<file path="src/rtl/mcd_pkg.sv">
package mcd_pkg;

  typedef enum logic [2:0] {
    ST_START,
    ST_HUNT,
    ST_SYNC,
    ST_DATA,
    ST_TRAIL,
    ST_PAUSE
  } dec_state_t;

  function automatic logic maj3(input logic [2:0] v);
    return (v[0] & v[1]) | (v[0] & v[2]) | (v[1] & v[2]);
  endfunction

endpackage

</file>
<file path="src/rtl/mcd_sync.sv">
module mcd_sync #(
  parameter int STAGES = 2
) (
  input  logic clk,
  input  logic rst_n,
  input  logic d_async,
  output logic q
);
  logic [STAGES-1:0] stg;

  always_ff @(posedge clk or negedge rst_n) begin
    if (!rst_n) stg <= '0;
    else        stg <= {stg[STAGES-2:0], d_async};
  end

  assign q = stg[STAGES-1];
endmodule

</file>
<file path="src/rtl/mcd_prescale.sv">
module mcd_prescale #(
  parameter int BASE_DIV = 4,
  parameter int RATE_W   = 2
) (
  input  logic              clk,
  input  logic              rst_n,
  input  logic              run,
  input  logic [RATE_W-1:0] rate_sel,
  output logic              tick
);
  localparam int MAX_DIV = BASE_DIV << ((1 << RATE_W) - 1);
  localparam int CW      = $clog2(MAX_DIV) + 1;

  logic [CW-1:0] cnt, cnt_n, lim;
  logic          tick_n;

  always_comb begin
    lim    = CW'((BASE_DIV << rate_sel) - 1);
    cnt_n  = cnt;
    tick_n = 1'b0;
    if (!run) begin
      cnt_n = '0;
    end else if (cnt >= lim) begin
      cnt_n  = '0;
      tick_n = 1'b1;
    end else begin
      cnt_n = cnt + 1'b1;
    end
  end

  always_ff @(posedge clk or negedge rst_n) begin
    if (!rst_n) begin
      cnt  <= '0;
      tick <= 1'b0;
    end else begin
      cnt  <= cnt_n;
      tick <= tick_n;
    end
  end
endmodule

</file>
<file path="src/rtl/mcd_cell_fsm.sv">
module mcd_cell_fsm
  import mcd_pkg::*;
#(
  parameter int CELL_TICKS = 8,
  parameter int TOL        = 1,
  parameter int DATA_W     = 8
) (
  input  logic              clk,
  input  logic              rst_n,
  input  logic              enable,
  input  logic              tick,
  input  logic              din,
  output logic              byte_ok,
  output logic [DATA_W-1:0] byte_data
);
  localparam int HALF  = CELL_TICKS / 2;
  localparam int CNT_W = $clog2(3 * CELL_TICKS + 1);
  localparam int BIT_W = $clog2(DATA_W);
  localparam logic [CNT_W-1:0] CNT_MAX   = '1;
  localparam logic [CNT_W-1:0] QUIET     = CNT_W'(CELL_TICKS);
  localparam logic [CNT_W-1:0] SYNC_END  = CNT_W'(2 * CELL_TICKS - TOL - 1);
  localparam logic [CNT_W-1:0] MID_LO    = CNT_W'(CELL_TICKS - TOL);
  localparam logic [CNT_W-1:0] MID_HI    = CNT_W'(CELL_TICKS + TOL);
  localparam logic [CNT_W-1:0] F_MID_LO  = CNT_W'(2 * CELL_TICKS + HALF - TOL);
  localparam logic [CNT_W-1:0] F_MID_HI  = CNT_W'(2 * CELL_TICKS + HALF + TOL);
  localparam logic [CNT_W-1:0] BND_LO    = CNT_W'(HALF - TOL);
  localparam logic [CNT_W-1:0] BND_HI    = CNT_W'(HALF + TOL);
  localparam logic [CNT_W-1:0] F_BND_LO  = CNT_W'(2 * CELL_TICKS - TOL);
  localparam logic [CNT_W-1:0] F_BND_HI  = CNT_W'(2 * CELL_TICKS + TOL);
  localparam logic [CNT_W-1:0] TRL_LO    = CNT_W'(CELL_TICKS + HALF - TOL);
  localparam logic [CNT_W-1:0] TRL_HI    = CNT_W'(CELL_TICKS + HALF + TOL);
  localparam logic [CNT_W-1:0] PAUSE_END = CNT_W'(2 * CELL_TICKS);
  localparam logic [CNT_W-1:0] VOTE_END  = CNT_W'(3);
  localparam logic [BIT_W-1:0] LAST_BIT  = BIT_W'(DATA_W - 1);

  dec_state_t        st, st_n;
  logic [CNT_W-1:0]  cnt, cnt_n, cur;
  logic              first, first_n, pend, pend_n, prev, prev_n;
  logic [BIT_W-1:0]  nbit, nbit_n;
  logic [DATA_W-1:0] sh, sh_n;
  logic [2:0]        va, va_n, vb, vb_n, vb_full;
  logic              ok_n, err, lvl_chg;
  logic [CNT_W-1:0]  vlo, vhi, blo, bhi, va_lo;

  always_comb begin
    vlo   = first ? F_MID_LO : MID_LO;
    vhi   = first ? F_MID_HI : MID_HI;
    blo   = first ? F_BND_LO : BND_LO;
    bhi   = first ? F_BND_HI : BND_HI;
    va_lo = vlo - CNT_W'(3);
  end

  always_comb begin
    st_n    = st;
    cnt_n   = cnt;
    first_n = first;
    pend_n  = pend;
    prev_n  = prev;
    nbit_n  = nbit;
    sh_n    = sh;
    va_n    = va;
    vb_n    = vb;
    ok_n    = 1'b0;
    err     = 1'b0;
    cur     = (cnt == CNT_MAX) ? cnt : cnt + 1'b1;
    lvl_chg = din ^ prev;
    vb_full = {vb[1:0], din};
    if (!enable) begin
      st_n    = ST_START;
      cnt_n   = '0;
      first_n = 1'b0;
      pend_n  = 1'b0;
      nbit_n  = '0;
      prev_n  = din;
    end else if (tick) begin
      prev_n = din;
      cnt_n  = cur;
      case (st)
        ST_START: begin
          if (din) cnt_n = '0;
          else if (cur >= QUIET) st_n = ST_HUNT;
        end
        ST_HUNT: begin
          if (din) begin
            st_n  = ST_SYNC;
            cnt_n = '0;
          end
        end
        ST_SYNC: begin
          if (lvl_chg) err = 1'b1;
          else if (cur == SYNC_END) begin
            st_n    = ST_DATA;
            first_n = 1'b1;
            pend_n  = 1'b0;
            nbit_n  = '0;
          end
        end
        ST_DATA: begin
          if (cur >= va_lo && cur < vlo) va_n = {va[1:0], din};
          if (pend && cur <= VOTE_END) vb_n = vb_full;
          if (pend && cur == VOTE_END) begin
            pend_n = 1'b0;
            if (maj3(va) == maj3(vb_full)) err = 1'b1;
            else begin
              sh_n   = {maj3(vb_full), sh[DATA_W-1:1]};
              nbit_n = nbit + 1'b1;
              if (nbit == LAST_BIT) st_n = ST_TRAIL;
            end
          end
          if (lvl_chg) begin
            if (cur >= vlo && cur <= vhi) begin
              cnt_n   = '0;
              first_n = 1'b0;
              pend_n  = 1'b1;
            end else if (!(cur >= blo && cur <= bhi)) begin
              err = 1'b1;
            end
          end else if (cur > vhi) begin
            err = 1'b1;
          end
        end
        ST_TRAIL: begin
          if (lvl_chg) begin
            if (din && cur >= BND_LO && cur <= BND_HI) begin
              cnt_n = cur;
            end else if (!din && cur >= TRL_LO && cur <= TRL_HI) begin
              st_n  = ST_PAUSE;
              cnt_n = '0;
            end else begin
              err = 1'b1;
            end
          end else if (cur > TRL_HI) begin
            err = 1'b1;
          end
        end
        ST_PAUSE: begin
          if (lvl_chg) err = 1'b1;
          else if (cur == PAUSE_END) begin
            ok_n  = 1'b1;
            st_n  = ST_START;
            cnt_n = '0;
          end
        end
        default: err = 1'b1;
      endcase
      if (err) begin
        st_n    = ST_START;
        cnt_n   = '0;
        first_n = 1'b0;
        pend_n  = 1'b0;
        nbit_n  = '0;
      end
    end
  end

  always_ff @(posedge clk or negedge rst_n) begin
    if (!rst_n) begin
      st      <= ST_START;
      cnt     <= '0;
      first   <= 1'b0;
      pend    <= 1'b0;
      prev    <= 1'b0;
      nbit    <= '0;
      sh      <= '0;
      va      <= '0;
      vb      <= '0;
      byte_ok <= 1'b0;
    end else begin
      st      <= st_n;
      cnt     <= cnt_n;
      first   <= first_n;
      pend    <= pend_n;
      prev    <= prev_n;
      nbit    <= nbit_n;
      sh      <= sh_n;
      va      <= va_n;
      vb      <= vb_n;
      byte_ok <= ok_n;
    end
  end

  assign byte_data = sh;
endmodule

</file>
<file path="src/rtl/mcd_rxreg.sv">
module mcd_rxreg #(
  parameter int DATA_W = 8
) (
  input  logic              clk,
  input  logic              rst_n,
  input  logic              byte_ok,
  input  logic [DATA_W-1:0] byte_data,
  input  logic              rd_status,
  input  logic              rd_data,
  output logic [DATA_W-1:0] rx_data,
  output logic              rx_full,
  output logic              rx_overrun
);
  logic [DATA_W-1:0] data_n;
  logic              full_n, ovr_n, arm, arm_n;

  always_comb begin
    data_n = rx_data;
    full_n = rx_full;
    ovr_n  = rx_overrun;
    arm_n  = arm;
    if (rd_status && rx_overrun) arm_n = 1'b1;
    if (rd_data) begin
      full_n = 1'b0;
      if (arm) begin
        ovr_n = 1'b0;
        arm_n = 1'b0;
      end
    end
    if (byte_ok) begin
      if (!rx_full || rd_data) begin
        full_n = 1'b1;
        data_n = byte_data;
      end else begin
        ovr_n = 1'b1;
      end
    end
  end

  always_ff @(posedge clk or negedge rst_n) begin
    if (!rst_n) begin
      rx_data    <= '0;
      rx_full    <= 1'b0;
      rx_overrun <= 1'b0;
      arm        <= 1'b0;
    end else begin
      rx_data    <= data_n;
      rx_full    <= full_n;
      rx_overrun <= ovr_n;
      arm        <= arm_n;
    end
  end
endmodule

</file>
<file path="src/rtl/mcd_rx.sv">
module mcd_rx #(
  parameter int BASE_DIV   = 4,
  parameter int RATE_W     = 2,
  parameter int CELL_TICKS = 8,
  parameter int TOL        = 1,
  parameter int DATA_W     = 8,
  parameter int SYNC_STG   = 2
) (
  input  logic              clk,
  input  logic              rst_n,
  input  logic              enable,
  input  logic [RATE_W-1:0] rate_sel,
  input  logic              line_in,
  input  logic              rd_status,
  input  logic              rd_data,
  output logic [DATA_W-1:0] rx_data,
  output logic              rx_full,
  output logic              rx_overrun,
  output logic              irq
);
  logic [1:0]        rst_pipe;
  logic              rst_int_n;
  logic              din, tick, byte_ok;
  logic [DATA_W-1:0] byte_data;

  always_ff @(posedge clk or negedge rst_n) begin
    if (!rst_n) rst_pipe <= '0;
    else        rst_pipe <= {rst_pipe[0], 1'b1};
  end
  assign rst_int_n = rst_pipe[1];

  mcd_sync #(.STAGES(SYNC_STG)) u_sync (
    .clk(clk), .rst_n(rst_int_n), .d_async(line_in), .q(din)
  );

  mcd_prescale #(.BASE_DIV(BASE_DIV), .RATE_W(RATE_W)) u_pre (
    .clk(clk), .rst_n(rst_int_n), .run(enable), .rate_sel(rate_sel), .tick(tick)
  );

  mcd_cell_fsm #(.CELL_TICKS(CELL_TICKS), .TOL(TOL), .DATA_W(DATA_W)) u_fsm (
    .clk(clk), .rst_n(rst_int_n), .enable(enable), .tick(tick), .din(din),
    .byte_ok(byte_ok), .byte_data(byte_data)
  );

  mcd_rxreg #(.DATA_W(DATA_W)) u_reg (
    .clk(clk), .rst_n(rst_int_n), .byte_ok(byte_ok), .byte_data(byte_data),
    .rd_status(rd_status), .rd_data(rd_data),
    .rx_data(rx_data), .rx_full(rx_full), .rx_overrun(rx_overrun)
  );

  assign irq = rx_full | rx_overrun;
endmodule

</file>
<file path="config.mk">
export PLATFORM = sky130hd
export DESIGN_NAME = mcd_rx
export DESIGN_NICKNAME = d
export VERILOG_FILES = /design/src/rtl/mcd_pkg.sv /design/src/rtl/mcd_sync.sv /design/src/rtl/mcd_prescale.sv /design/src/rtl/mcd_cell_fsm.sv /design/src/rtl/mcd_rxreg.sv /design/src/rtl/mcd_rx.sv
export SDC_FILE = /design/constraint.sdc
export NUM_CORES = 1
export LEC_CHECK = 0
export BUFFER_PORTS_ARGS = -buffer_cell sky130_fd_sc_hd__clkbuf_2
export CORE_MARGIN = 10
export CORE_UTILIZATION = 30
export DETAILED_ROUTE_END_ITERATION = 10
export HOLD_SLACK_MARGIN = 0.08
export PLACE_DENSITY = 0.42
export SLEW_MARGIN = 10
export SYNTH_ARGS = -nofsm -noshare
export SYNTH_HDL_FRONTEND = slang
export SYNTH_SLANG_ARGS = --single-unit
</file>
<file path="constraint.sdc">
create_clock -name clk -period 2.6 [get_ports clk]
set_input_delay 0.13 -clock clk [delete_from_list [all_inputs] [get_ports clk]]
set_output_delay 0.13 -clock clk [all_outputs]
set_load 0.02 [all_outputs]
</file>
* Word-level counts from Yosys, hierarchy flattened
Index checks and enable logic that the tools add are counted.
** Word-level totals
- Register bits after elaboration :: 50
- Latch bits :: 0
- Bits in writable memories :: 0
- Bits in read-only memories :: 0
- Output and inout bits :: 11
- Word-level logic and storage cells :: 199
- Memories :: 0
** Operators by class
- Add/sub/neg operators :: 5
- Multiply operators :: 0
- Divide/modulo/power cells :: 0
- $lt $le $gt $ge :: 15
- Eq/ne operators :: 29
- Shifts and indexed selects :: 1
- Muxes and demuxes :: 94
- Bitwise operators :: 13
- Reductions and logical operators :: 24
** Operator list (number)
- two-way mux 5 bit :: 15
- two-way mux 3 bit :: 23
- two-way mux 1 bit :: 47
- != test 4 x 2 -> 1 bit, second input constant :: 9
- case mux 5 bit (4 select lines) :: 1
- case mux 3 bit (6 select lines) :: 1
- != test 4 bit, second input constant :: 4
- >= comparator 5 bit :: 3
- AND reduction 15 bit :: 1
- two-way mux 6 bit :: 2
- AND reduction 4 bit :: 3
- AND reduction 6 bit :: 2
- equality test 5 bit, second input constant :: 2
- >= comparator 5 x 4 -> 1 bit, second input constant :: 2
- <= comparator 5 bit :: 2
- logical AND 1 bit :: 10
- equality test 3 bit, second input constant :: 3
- != test 4 x 3 -> 1 bit, second input constant :: 2
- != test 8 x 1 -> 1 bit, second input constant :: 1
- adder 6 x 1 -> 6 bit, second input constant :: 1
- bitwise AND 1 bit :: 6
- equality test 3 x 2 -> 1 bit, second input constant :: 2
- >= comparator 6 bit :: 1
- case mux 3 bit (2 select lines) :: 1
- other kinds (30) :: 37

* Logic depth before layout (Yosys ltp)
Gate-level depths: netlist of the first run.
- Depth after elaboration :: 15
- Depth in mapped cells :: 14
- Mapped depth without buffers :: 13

* Hierarchy
From an unflattened synthesis of the first run, not the netlist that was laid out.
** Unflattened totals
- Cells, all modules :: 324
- Area, all modules :: 3334.4 um^2
** Modules (own cells, without submodules)
- mcd_cell_fsm :: times used 1, cells an instance 254, area an instance 2379.8 um^2, sequential area each 700.7 um^2
- mcd_rxreg :: times used 1, cells an instance 27, area an instance 465.4 um^2, sequential area each 275.3 um^2
- mcd_prescale :: times used 1, cells an instance 37, area an instance 379.1 um^2, sequential area each 175.2 um^2
- mcd_rx :: times used 1, cells an instance 4, area an instance 60.1 um^2, sequential area each 50.0 um^2
- mcd_sync :: times used 1, cells an instance 2, area an instance 50.0 um^2, sequential area each 50.0 um^2

* Least setup slack after synthesis of the first run
No wires, ideal clock.
- Path kind :: register to register
- From :: register u_fsm.cnt[0]
- To :: register u_fsm.cnt[0]
- Library setup time :: 0.082 ns
- Arrival time :: 3.052 ns
- Data required time :: 2.518 ns
- Path slack :: -0.535 ns
- Stages on the path, launching flop included :: 14
- Cell sequence :: dfrtp_1 > ha_1 > buf_4 > a31oi_1 > inv_1 > ha_1 > and3b_1 > a211oi_1 > o211ai_1 > nor2_1 > a2111oi_4 > nor3_1 > a31oi_1 > o22ai_1
** Between the ends
- Cells in the longest elaborated chain, start to end :: 14
- Elaborated cells on any way between the ends :: 46
- Classes of those cells :: 1 x add/sub; 10 x order compare; 3 x eq/ne; 25 x mux; 7 x reduce/logical
** RTL lines
- from (decl) :: line mcd_cell_fsm.sv:37 : logic [CNT_W-1:0] cnt, cnt_n, cur;
- from (signal assigned) :: line mcd_cell_fsm.sv:170 : cnt <= cnt_n;
- adder 5 x 1 -> 5 bit or equality test 5 bit (tied branches) :: line mcd_cell_fsm.sv:65 : cur = (cnt == CNT_MAX) ? cnt : cnt + 1'b1;
- two-way mux 5 bit (*) :: line mcd_cell_fsm.sv:65
- >= comparator 5 x 4 -> 1 bit or equality test 5 x 2 -> 1 bit (tied branches) :: line mcd_cell_fsm.sv:126, mcd_cell_fsm.sv:101
- logical AND 1 bit (on tied branches) :: line mcd_cell_fsm.sv:126, mcd_cell_fsm.sv:101
- logical AND 1 bit or two-way mux 1 bit (tied branches) :: line mcd_cell_fsm.sv:126, mcd_cell_fsm.sv:101
- two-way mux 1 bit (on tied branches) :: line mcd_cell_fsm.sv:126, mcd_cell_fsm.sv:115
- two-way mux 1 bit (on tied branches) :: line mcd_cell_fsm.sv:124, mcd_cell_fsm.sv:111
- two-way mux 1 bit (on tied branches) :: line mcd_cell_fsm.sv:123, mcd_cell_fsm.sv:110
- case mux 1 bit (4 select lines) :: line mcd_cell_fsm.sv:78 : case (st)
- two-way mux 1 bit :: line mcd_cell_fsm.sv:75 : end else if (tick) begin
- two-way mux 1 bit :: line mcd_cell_fsm.sv:68 : if (!enable) begin
- two-way mux 5 bit (*) :: line mcd_cell_fsm.sv:146 : if (err) begin
- two-way mux 5 bit (*) :: line mcd_cell_fsm.sv:75
- two-way mux 5 bit (*) :: line mcd_cell_fsm.sv:68
Mark *: on every way between the ends. The rest lies on a longest branch, timed or not. The select of a mux whose other input is x is not followed.
A chain may end at the register's enable or synchronous reset.

* Final worst setup path of the first run
Same ends and word-level chain as after synthesis.

==> qor.yml, run 1 <==
status: "finished, violations left"
violations: "setup timing"
fin_skew_ps: 4.43
setup_viol: 21
clk_latency_ps: 300
antenna_cells: 0
wire_per_inst_um: 15.7
fin_crit_ps: 3040
p_per_area_nw_per_um2: 493
fin_cells: 521
r2r-end: "u_fsm.cnt[0]$_DFFE_PN0N_"
r2r_cells: 14
drive_gt1_frac: 0.420
async_flop_share: 1.00
start_util: 0.307
maxSlewViolCount: 0
period_share: 1.17
power.total_mw: 2.06
ys_ff_latch: 50
path_clk_slew_ps: 100
finalHoldViolations: 0
ys_types: 59
postRouteAntennaNets: 0
syn_area_um2: 2990
cts.sinks: 50
critPathArrivalTime_ps: 3220
ys.flop_type: "dfrtp_1"
fmax_ghz: 0.329
grt_max_degree: 34
cp_cell_sequence: "ha_4 > a21boi_2 > a31o_4 > inv_4 > ha_4 > and3b_1 > a211oi_2 > o211ai_1 > nor2_2 > buf_6 > a31oi_4 > a211o_1 > a31oi_2 > o22ai_1"
crit_path_start_kind: "flip-flop"
r2r_slack_ps: -440
met2_length_mm: 3.91
cts.path.max_buffers: 2
crit_type: "reg -> reg"
min_path_type: "in -> async"
tightestPinTransition_ps: 612
htree_levels: 2
dieArea_um2: 14400
die_x_um: 120
synth_top_cell_by_area: "dfrtp_1"
io_pins: 19
grt_pass1_vias: 2651
crit_top_cell: "ha_4"
wl_met3_um: 228
slowest_stage: "dfrtp_1"
worstSetupEndpointType: "flip-flop"
setup_ws_ps: -440
yosysTopAreaCellShare: 0.418
synth_nets: 327
portBuffers: 18
rsz0062_at_grt: "true"
crit_path_end: "u_fsm.cnt[0]$_DFFE_PN0N_"
cpPeakStageDelay_ps: 430
ir_worst_vdd_v: 0.000312
synth_edf_count: 0
synthTopCellsByArea: "dfrtp_1 (42%), mux2_2 (8.3%), ha_1 (6.7%)"
synth.most_common_cell: "dfrtp_1"
drt-met1-wl_mm: 4.00
worstSetupStartpoint: "u_fsm.cnt[0]$_DFFE_PN0N_"
syn_area_per_cell_um2: 9.87
drt-initial-drc-count: 168
nets: 411
gp_congestion: 0.814
crit_required_ps: 2780
antenna_found_initial: 0
drv_cap: 0
routed.top_layer: "met4"
dp_hpwl_mm: 6.10
die_h_um: 120
hold-worst-slack_ps: 132
placed_cells: 499
reg2reg_from: "u_fsm.cnt[0]$_DFFE_PN0N_"
crit_family: "compound AO/OA/AOI/OAI gates"
drt_first_pass_iters: 4
dr_total_vias: 2587
relSlewSlack: 0.591
power_leakage_nw: 1.93
critPathBufInv: 2
drc: 0
cts_tree: "yes"
cts-buffers-inserted: 5
grtUsageTotal: 0.114
yosysSeqAreaShare: 0.418
area_delta_synth_final_pct: 39.7
worstPathMaxFanout: 4
cts_root_buffer: "clkbuf_8"
setup-tns-final_ps: -5010
finalWirelength_mm: 8.19
synthCells: 303
coreArea_um2: 9730
cp.depth: 14
gr-total-overflow: 0
grt_pass1_wl_mm: 13.6
ys_top_cells_by_count: "dfrtp_1 (50), nand2_1 (29), mux2_2 (22)"
yosys_warnings: 0
drt-vias-per-instance: 4.97
dp_slack_ps: -434
rows: 36
registers in the layout, indices dropped and copies added (netlist names):
name and flops:
u_fsm.prev 1, u_reg.rx_data 8, u_fsm.va 3, u_fsm.nbit 3, u_reg.arm 1, u_fsm.first 1
u_fsm.st 3, rst_pipe 2, u_fsm.pend 1, u_pre.cnt 6, u_reg.rx_overrun 1, u_fsm.byte_ok 1
u_fsm.vb 2, u_pre.tick 1, u_fsm.byte_data 8, u_sync.stg 2, u_fsm.cnt 5, u_reg.rx_full 1
logic make-up (layout without fill, tap and decap cells):
group	after synthesis	after routing	synth area share
muxes	27	27	0.101
and+or+nand+nor	107	107	0.187
other	1	1	0.00125
xor gates and xnor gates	5	5	0.0146
AOI/OAI and AO/OA	71	71	0.169
buffers and inverters	24	109	0.0339
adders and majority gates	18	18	0.0736
DFF	50	50	0.418
timing repair:
| item | in CTS | in global routing |
|---|---|---|
| pin swaps | 19 | 12 |
| hold endpoints to repair | 5 | 0 |
| setup endpoints to repair | 24 | 24 |
| hold buffers | 4 | 0 |
| setup buffers | 9 | 3 |
| gates resized for setup | 43 | 25 |
report_power, final:
group	leakage, nW	total, mW	internal, mW	switching [mW]
clock network	0.0408	0.462	0.193	0.269
logic	1.22	0.695	0.317	0.378
registers	0.672	0.903	0.823	0.0792
placed cells by master, fill, tap and decap left out, types with 4 or more instances in the layout:
master / netlist / routed
buf_4: 1 / 58
clkbuf_2: 0 / 18
mux2_2: 22 / 11
o21ai_1: 1 / 4
nand3_1: 12 / 11
nor2b_1: 10 / 10
ha_1: 16 / 12
o21ai_0: 11 / 5
buf_6: 0 / 4
o211ai_1: 5 / 5
nor2_4: 0 / 4
dlygate4sd3_1: 0 / 4
nor3_1: 7 / 6
inv_1: 13 / 12
o22ai_1: 4 / 4
nand2_1: 29 / 27
dfrtp_1: 50 / 47
a21oi_1: 11 / 8
nor2_1: 20 / 15
mux2i_1: 4 / 4
mux2_4: 1 / 12
clkbuf_8: 0 / 5
ha_4: 0 / 4
layout make-up:
type | count | area (um2)
Fill cell | 979 | 5550
Multi-Input combinational cell | 229 | 1940
Sequential cell | 50 | 1250
Timing Repair Buffer | 87 | 666
Tap cell | 133 | 166
Clock buffer | 5 | 68.8
Inverter | 14 | 55.1
Clock inverter | 3 | 23.8
through the flow:
stage / area (um2) / utilization
after CTS: 4060 / 0.417
after global routing: 4180 / 0.430
after detailed placement: 3680 / 0.378
after floorplan: 3050 / -
after global placement: 3680 / 0.378
final: 4180 / 0.430
worst min-delay path by stage:
stage                     cells after the start  slack (ps)                    end
after floorplan                               0        -170  rst_pipe[0]$_DFF_PN0_
after detailed placement                      1         -80  rst_pipe[0]$_DFF_PN0_
after global routing                          2         130  rst_pipe[1]$_DFF_PN0_
after CTS                                     2         120  rst_pipe[1]$_DFF_PN0_
after global placement                        1         -80  rst_pipe[0]$_DFF_PN0_
final                                         2         130  rst_pipe[1]$_DFF_PN0_
layer usage:
metal / up-vias / track usage
met4: 0 / 0.0241
met5: - / 0
met1: 1281 / 0.157
met3: 4 / 0.0220
li1: 1268 / -
met2: 34 / 0.182
worst reg2reg max path: stages, from the launching register on:
cell and delay (ps):
dfrtp_1 430, ha_4 210, a21boi_2 140, a31o_4 180, inv_4 40, ha_4 260, and3b_1 180, a211oi_2 220
o211ai_1 170, nor2_2 240, buf_6 150, a31oi_4 70, a211o_1 300, a31oi_2 220, o22ai_1 100
No activity file was read; power rests on OpenSTA's default activity.
==> run 2, diff against run 1 <==
SLEW_MARGIN = 20   (was 10)
SYNTH_HIERARCHICAL = 1   (was default)
==> run 2 against run 1 <==
Compared with the run above: the flow still finishes with violations (setup timing); wire length increased by 4.6%; via count increased by 4.5%; core utilization decreased by 2.8 points; critical path type unchanged; highest routed layer unchanged.
==> qor.yml, run 2 <==
status: "finished, violations left"
violations: "setup timing"
start_util: 0.308  # about the same
relSlewSlack: 0.622  # +0.0310
grt_max_degree: 31  # -8.8%
htree_levels: 2  # unchanged
cts-buffers-inserted: 5  # unchanged
power_leakage_nw: 1.93  # about the same
slowest_stage: "dfrtp_1"
rsz0062_at_grt: "true"
ys_top_cells_by_count: "dfrtp_1 (50), nand2_1 (29), ha_1 (16)"
ir_worst_vdd_v: 0.000276  # -11%
cts.sinks: 50  # unchanged
fin_skew_ps: 11.7  # +7.26 ps
worstSetupEndpointType: "flip-flop"
fmax_ghz: 0.365  # +11%
min_path_type: "in -> async"
drt-vias-per-instance: 5.07  # +2.2%
synth.most_common_cell: "dfrtp_1"
dp_hpwl_mm: 6.36  # +4.2%
cp.depth: 11  # -3
crit_path_start_kind: "flip-flop"
tightestPinTransition_ps: 565  # -46.8 ps
coreArea_um2: 10800  # +11%
grtUsageTotal: 0.108  # -0.00586
fillerInstances: 1092  # +12%
synthCells: 324  # +6.9%
grt_pass1_vias: 2765  # +4.3%
synth_top_cell_by_area: "dfrtp_1"
antenna_found_initial: 0  # unchanged
grt_pass1_wl_mm: 14.3  # +4.5%
setup_ws_ps: -139  # +301 ps
ys_ff_latch: 50  # unchanged
synth_edf_count: 0  # unchanged
mostFrequentLayoutCell: "buf_4"
setup_viol: 13  # -38%
cts_tree: "yes"
maxSlewViolCount: 0  # unchanged
multiInputGateArea_um2: 2230  # +15%
crit_required_ps: 2810  # +30 ps
gp_congestion: 0.842  # +3.4%
area_delta_synth_final_pct: 30.5
worstPathMaxFanout: 11  # +7
cpPeakStageDelay_ps: 440  # about the same
nets: 416  # +1.2%
gr-total-overflow: 0  # unchanged
stdcell_area_um2: 4350  # +4.1%
async_flop_share: 1.00  # unchanged
drt_first_pass_iters: 4  # unchanged
dieArea_um2: 15700  # +9.5%
drt-initial-drc-count: 135  # -20%
period_share: 1.05  # -0.116
synthTopCellsByArea: "dfrtp_1 (38%), ha_1 (6.0%), mux2_2 (4.7%)"
drc: 0  # unchanged
postRouteAntennaNets: 0  # unchanged
clk_latency_ps: 310  # about the same
syn_area_per_cell_um2: 10.3  # +4.3%
seq_area_um2: 1250  # unchanged
drive_gt1_frac: 0.415  # -0.00534
wire_per_inst_um: 16.1  # +2.2%
yosysSeqAreaShare: 0.375  # -0.0432
dpl_cell_area_um2: 3920  # +6.5%
antenna_cells: 0  # unchanged
dr_total_vias: 2704  # +4.5%
finalWirelength_mm: 8.57  # +4.6%
syn_area_um2: 3330  # +12%
r2r_cells: 11  # -3
fin_crit_ps: 2740  # -301 ps
ys_types: 73  # +24%
crit_type: "reg -> reg"
crit_family: "compound AO/OA/AOI/OAI gates"
cts_root_buffer: "clkbuf_8"
ys.flop_type: "dfrtp_1"
cts.path.max_buffers: 2  # unchanged
rows: 38  # +5.6%
path_clk_slew_ps: 100  # about the same
synth_nets: 348  # +6.4%
finalHoldViolations: 0  # unchanged
io_pins: 19  # unchanged
die_h_um: 125  # +4.7%
yosys_warnings: 6  # +6
drv_cap: 0  # unchanged
critPathArrivalTime_ps: 2950  # -270 ps
p_per_area_nw_per_um2: 354  # -28%
cp_cell_sequence: "ha_4 > buf_4 > buf_6 > and3_1 > a22o_4 > a21o_1 > a211oi_4 > a2111oi_4 > o311a_4 > and3_4 > o22a_1"
die_x_um: 125  # +4.7%
most-common-layout-cells: "buf_4 (50), dfrtp_1 (47), nand2_1 (27)"
critPathBufInv: 2  # unchanged
yosysTopAreaCellShare: 0.375  # -0.0432
power.total_mw: 1.54  # -25%
portBuffers: 18  # unchanged
## run 2: cell types whose count changed after synthesis, moves of 5 or more
cell / change
mux2_2: -8
mux2_4: +7
nand2b_1: +7
o21ai_0: -7
a31oi_1: -5
and2_1: +5
nor2_1: -5
## run 2: through the flow
step / hold WS (ps) / TNS (ps) / util / setup slack, ps / std cells
CTS: 109 / -1000 / 0.395 / -136 / 533
global placement: -84.2 / -1510 / 0.361 / -242 / 510
finish: 124 / -864 / 0.401 / -139 / 533
global route: 139 / -2650 / 0.401 / -231 / 533
floorplan: -166 / -1130 / - / -153 / 324
detailed placement: -82.1 / -1540 / 0.361 / -201 / 510
## run 2: cell type report
type	instances	share of cell area
Clock buffer	5	0.0158
Clock inverter	3	0.00489
Inverter	13	0.0112
Multi-Input combinational cell	246	0.513
Sequential cell	50	0.288
Tap cell	140	0.0403
Timing Repair Buffer	76	0.127
## run 2: kinds of logic after synthesis
kind of cell	count (synthesis)	share of synthesized area
AO/OA/AOI/OAI	81	0.204
buffers and inverters	28	0.0401
multiplexers	26	0.0957
adder cells (fa/ha/maj)	18	0.0660
XOR/XNOR	7	0.0240
flip-flops	50	0.375
other	2	0.00225
AND/OR/NAND/NOR	112	0.193
## run 2: routing by layer
| layer | vias up | part of all wire | GRT usage | routed length (um) |
|---|---|---|---|---|
| met3 | 9 | 0.018 | 0.0186 | 153 |
| met2 | 20 | 0.49 | 0.180 | 4190 |
| met5 | - | 0 | 0 | 0 |
| met4 | 0 | 0.014 | 0.0346 | 122 |
| li1 | 1321 | - | - | - |
| met1 | 1354 | 0.48 | 0.139 | 4100 |
## run 2: final timing paths
check / endpoint / slack (ps) / from
setup / recovery: u_fsm/st[1]$_DFFE_PN0P_ / -140 / u_fsm/cnt[0]$_DFFE_PN0N_
hold / removal: rst_pipe[1]$_DFF_PN0_ / 120 / rst_n
setup reg to reg: u_fsm/st[1]$_DFFE_PN0P_ / -140 / u_fsm/cnt[0]$_DFFE_PN0N_
hold reg to reg: u_pre/cnt[3]$_DFF_PN0_ / 190 / rst_pipe[1]$_DFF_PN0_
max in group asynchronous: u_fsm/cnt[1]$_DFFE_PN0N_ / 1630 / rst_pipe[1]$_DFF_PN0_
min in group clk: u_pre/tick$_DFF_PN0_ / 180 / enable
## run 2: timing repair
item	in CTS	in global routing
buffers inserted	11	1
hold buffers	4	0
gates resized for setup	29	15
cloned	0	0
endpoints found under the setup margin	21	24
pin swaps	28	11
hold endpoints to repair	5	0
## run 2: power breakdown
group / internal [mW] / switching (mW)
combinational: 0.108 / 0.136
clock: 0.190 / 0.276
sequential: 0.802 / 0.0275
total: 1.10 / 0.439
## run 2: worst reg2reg max path, stage by stage, from the launching register on
cell	delay (ps)
dfrtp_1	440
ha_4	210
buf_4	140
buf_6	130
and3_1	190
a22o_4	240
a21o_1	190
a211oi_4	270
a2111oi_4	90
o311a_4	370
and3_4	190
o22a_1	180
